[src/rtl/bert_pkg.sv]
package bert_pkg;
  localparam int LANE_W = 32;
  localparam logic [31:0] ADDR_MULT = 32'h9E3779B9;
  localparam logic [31:0] LANE_MULT = 32'h7F4A7C15;

  function automatic logic [31:0] ref_lane(input int unsigned pos, input int unsigned lane);
    logic [31:0] a1;
    logic [31:0] k;
    a1 = 32'(pos + 1);
    k  = 32'(lane);
    return (a1 * ADDR_MULT) ^ (k * LANE_MULT);
  endfunction
endpackage

[src/rtl/bert_vec_rom.sv]
module bert_vec_rom #(
  parameter int DEPTH  = 30,
  parameter int DATA_W = 128,
  localparam int ADDR_W = $clog2(DEPTH),
  localparam int LANES  = DATA_W / bert_pkg::LANE_W
) (
  input  logic [ADDR_W-1:0] addr,
  output logic [DATA_W-1:0] word
);
  for (genvar k = 0; k < LANES; k++) begin : g_lane
    always_comb begin
      word[k*bert_pkg::LANE_W +: bert_pkg::LANE_W] =
        bert_pkg::ref_lane(int'(addr), k);
    end
  end
endmodule

[config.mk]
export PLATFORM = sky130hd
export DESIGN_NAME = bert_vec_rom
export DESIGN_NICKNAME = d
export VERILOG_FILES = /design/src/rtl/bert_pkg.sv /design/src/rtl/bert_vec_rom.sv
export SDC_FILE = /design/constraint.sdc
export NUM_CORES = 1
export LEC_CHECK = 0
export ABC_AREA = 1
export CAP_MARGIN = 15
export CORE_MARGIN = 3
export CORE_UTILIZATION = 49
export DETAILED_ROUTE_END_ITERATION = 8
export PLACE_DENSITY = 0.89
export SYNTH_ARGS = -nofsm -noshare
export SYNTH_HDL_FRONTEND = slang
export SYNTH_SLANG_ARGS = --single-unit
[constraint.sdc]
create_clock -name vclk -period 10.5
set_clock_uncertainty 0.1 [all_clocks]
set_input_delay 3.15 -clock vclk [all_inputs]
set_output_delay 3.15 -clock vclk [all_outputs]
set_load 0.01 [all_outputs]
Word level (Yosys, flattened, before mapping) --
Index checks and enable logic that the tools add are counted.
Cells by class: add/subtract/negate cells 1, $mul 1, divide/modulo/power cells 0, order comparisons 0, equality and inequality tests 0, shift operators 0, multiplexer cells 0, bitwise logic cells 3, reductions and logical operators 0
Operator list (number):
- $not A18 Y18 | 2
- $mul A32 B32 Y32 const B | 1
- $not A23 Y23 | 1
- $add A5 B1 Y6 const B | 1
Word-level totals: register bits 0, latch bits 0, bits in writable memories 0, bits in read-only memories 0, memories kept 0

Logic depth before layout (Yosys ltp) --
word-level depth 3, gate-level depth with buffers 24, mapped depth without buffers 22

Worst setup path before layout --
Ideal clock, no wire load.
path type input -> output, from input port addr[0], to output port word[113], arrival time 7.343 ns, required time 7.250 ns, path slack -0.093 ns, stages on the path 22, path buffers 2, cells stage by stage buf_2 > inv_1 > ha_1 > inv_1 > ha_1 > xnor2_1 > ha_1 > inv_1 > fa_1 > inv_1 > ha_1 > inv_1 > fa_1 > inv_1 > nand2_1 > nand3_1 > nand2_1 > nor2_1 > nor2_1 > xnor2_1 > inv_1 > buf_4
Between the ends: longest elaborated chain between the ends 3
Ends and longest elaborated chain:
- start: declaration | line bert_vec_rom.sv:7 | input logic [ADDR_W-1:0] addr,
- $add A5 B1 Y6
- $mul A32 B32 Y32
- named net word[17] | line bert_vec_rom.sv:8 | output logic [DATA_W-1:0] word
- $not A23 Y23 (no source line)
- end: declaration | line bert_vec_rom.sv:8
The timed path passes the listed nets, and every way through them passes these cells.

Worst setup path in the final report --
from input port addr[3], to output port word[95]
Between the ends: longest elaborated chain between the ends 3
Ends and longest elaborated chain:
- $add A5 B1 Y6 | line bert_pkg.sv:9 | a1 = 32'(pos + 1);
- $mul A32 B32 Y32 | line bert_pkg.sv:11 | return (a1 * ADDR_MULT) ^ (k * LANE_MULT);
- $not A18 Y18 (no source line)
Every way passes these cells.

==> results.py <==
metrics = {
    "die": {
        "core-area_sq_um": 7767,
        "dieHeight_um": 95.90,
        "io_pins": 133,
        "initial_utilization_pct": 50.98,
        "num_rows": 32,
        "die_w_um": 95.90,
        "die_area_sq_um": 9197,
    },
    "setup_path": {
        "arrival_ns": 7.13,
        "worstSetupPathType": "input pin to output pin",
        "critPathMostFrequentCell": "buf_4",
        "critPathMaxFanout": 4,
        "cp-end-kind": "output pin",
        "path_depth": 20,
        "required_ns": 7.25,
        "crit_buf_inv": 8,
        "cp_slowest_cell": "fa_2",
        "cp-startpoint": "addr[3]",
        "cp_cell_sequence": "dlygate4sd2_1 -> buf_4 -> xor2_2 -> buf_4 -> fa_2 -> buf_4 -> buf_4 -> fa_1 -> fa_1 -> inv_1 -> ha_4 -> nand2_1 -> nor2_2 -> nand2_1 -> nor2_1 -> nand2_2 -> buf_4 -> nand3_1 -> nand2_1 -> clkdlybuf4s15_2",
        "start_kind": "input pin",
        "cp_slowest_stage_delay_ns": 0.65,
        "cp_top_family": "adder cells",
        "endpoint": "word[95]",
    },
    "timing": {
        "relSlewSlack_pct": 66.65,
        "fin_crit_sh_pct": 98.81,
        "final.min_clock_period_ns": 10.38,
        "timing.fmax_mhz": 96.38,
        "hold_slack_ns": 7.038,
        "worst_pin_slew_ns": 0.4950,
        "setup_viol": 0,
        "finalMaxSlewViolations": 0,
        "hold_viol_final": 0,
    },
    "worst_hold_path": {
        "min_path_type": "input pin to output pin",
    },
    "detailed_routing": {
        "drcViolationCount": 0,
        "met2WireLength_mm": 7.414,
        "met1Wirelength_mm": 5.382,
        "wl_mm": 14.22,
        "num_vias": 4643,
        "wl_per_cell_um": 15.22,
        "top_layer": "met4",
        "firstDrtPassIters": 5,
        "viasPerCell": 4.971,
        "ant_nets": 0,
        "wl_met3_um": 792,
        "drtIter0Drc": 223,
    },
    "finish": {
        "clkbuf_count": 0,
        "nets": 920,
        "fill_cells": 590,
        "n_sequential_cell": 0,
        "syn_to_final_growth_pct": 52.83,
        "layout-drive-gt1-share_pct": 33.65,
        "antenna_cells": 0,
        "multi_input_area_sq_um": 3377,
        "seq_area_sq_um": 0,
    },
    "logic_synthesis": {
        "netlist_area_sq_um": 3960,
        "syn_inst": 657,
        "syn-mean-instance-area_sq_um": 6.027,
        "synth.net_count": 743,
        "yosysWarnings": 0,
        "ys_types": 21,
        "seq_area_frac_synth_pct": 0,
    },
    "place": {
        "dpl.hpwl_mm": 11.44,
        "gp_congestion": 1.022,
        "io_buffers": 133,
    },
    "global_routing": {
        "grt_use_total_pct": 30.75,
        "first_global_vias": 4720,
        "grt_pass1_wl_mm": 22.20,
        "overflow": 0,
        "grt_antenna_before_repair": 0,
        "grt_max_degree": 7,
    },
    "clock_network": {
        "holdBufCountCts": 0,
    },
    "status": {
        "status": "complete, no violations",
    },
    "job": {
        "maxCapViolCount": 0,
    },
}
-- Yosys cell counts --
cell	number	share of area, %
nand2_1	196	19
nand3_2	1	0.25
nor3_2	1	0.25
nor2_1	36	3.4
a21oi_1	15	1.9
nand3_1	38	4.8
or2_2	4	0.63
nor3_1	1	0.13
ha_1	49	15
xnor2_1	7	1.5
o21ai_0	4	0.51
nor2_2	3	0.47
inv_1	162	15
buf_2	1	0.13
xor2_1	18	4.0
nand4_1	10	1.6
fa_1	32	16
and2_1	3	0.47
nand2_2	2	0.32
buf_4	71	13
o21bai_1	3	0.57
-- metrics by stage --
step | area [sq um] | utilization, % | TNS, ns | setup slack [ns] | instances
after floorplan | 3968 | - | 0 | 0.02615 | 657
after global placement | 5624 | 72.41 | -47.62 | -0.6132 | 918
after detailed placement | 5624 | 72.41 | -59.75 | -0.7629 | 918
after CTS | 5978 | 76.97 | 0 | 0.06244 | 932
after global routing | 6052 | 77.92 | -0.01842 | -0.009230 | 934
final | 6052 | 77.92 | 0 | 0.1249 | 934
-- metal layers --
| layer | GRT usage [%] | vias up |
|---|---|---|
| met1 | 34.97 | 2159 |
| met4 | 12.91 | 0 |
| li1 | - | 2227 |
| met5 | 0 | - |
| met2 | 58.08 | 211 |
| met3 | 2.815 | 46 |
-- worst min-delay path: stages --
cell and delay, ns:
clkbuf_2 0.10, buf_6 0.13, buf_4 0.13, clkdlybuf4s50_1 0.47
-- how the worst min path moves through the flow --
stage	start	to	slack (ns)	cells after the start
2_1_floorplan	addr[0]	word[32]	6.29	1
3_3_place_gp	addr[0]	word[32]	7.33	3
3_5_place_dp	addr[0]	word[96]	7.34	3
4_1_cts	addr[0]	word[96]	7.20	4
5_1_grt	addr[0]	word[96]	7.07	4
6_report	addr[0]	word[96]	7.04	4
-- cell usage in the layout, fill, tap and decap left out, types with 2 or more instances in the layout --
| cell | instances |
|---|---|
| o21ai_0 | 3 |
| nand2_1 | 171 |
| or2_2 | 4 |
| xor2_2 | 9 |
| nand3_2 | 7 |
| buf_4 | 110 |
| xnor2_2 | 4 |
| a21oi_2 | 5 |
| nor2_1 | 24 |
| buf_6 | 3 |
| nand3_1 | 30 |
| and2_1 | 2 |
| clkbuf_2 | 17 |
| dlygate4sd2_1 | 40 |
| inv_1 | 151 |
| ha_4 | 18 |
| nor3_2 | 2 |
| xnor2_1 | 3 |
| inv_2 | 9 |
| nand4_1 | 10 |
| nor2_4 | 7 |
| xor2_1 | 9 |
| buf_2 | 30 |
| fa_2 | 3 |
| nor2_2 | 8 |
| ha_1 | 25 |
| clkdlybuf4s15_2 | 4 |
| clkdlybuf4s15_1 | 5 |
| nand3_4 | 2 |
| nand2_2 | 26 |
| a21oi_1 | 10 |
| o21bai_1 | 3 |
| fa_1 | 29 |
| clkdlybuf4s50_1 | 36 |
| ha_2 | 6 |
-- cells by family (layout without fill, tap and decap cells) --
family          after synthesis  count (layout)  share of synthesized area (%)
simple gates                295             295                          30.90
xor+xnor                     25              25                          5.529
compound gates               22              22                          2.970
fa+ha+maj                    81              81                          31.66
buf+inv                     234             409                          28.94
-- cell type report --
cell class,count,share of cell area [%]
multi-input cells,423,55.80
well taps,102,2.109
inverters,162,10.15
repair buffers,247,31.94
-- timing repair --
action | in CTS | in global routing
endpoints found under the setup margin | 100 | 98
resized for setup | 282 | 74
setup buffers | 14 | 2
pin swaps | 24 | 12
Power is not shown: default switching activity piles up to over one toggle a cycle in this logic, so the estimate is an artifact.
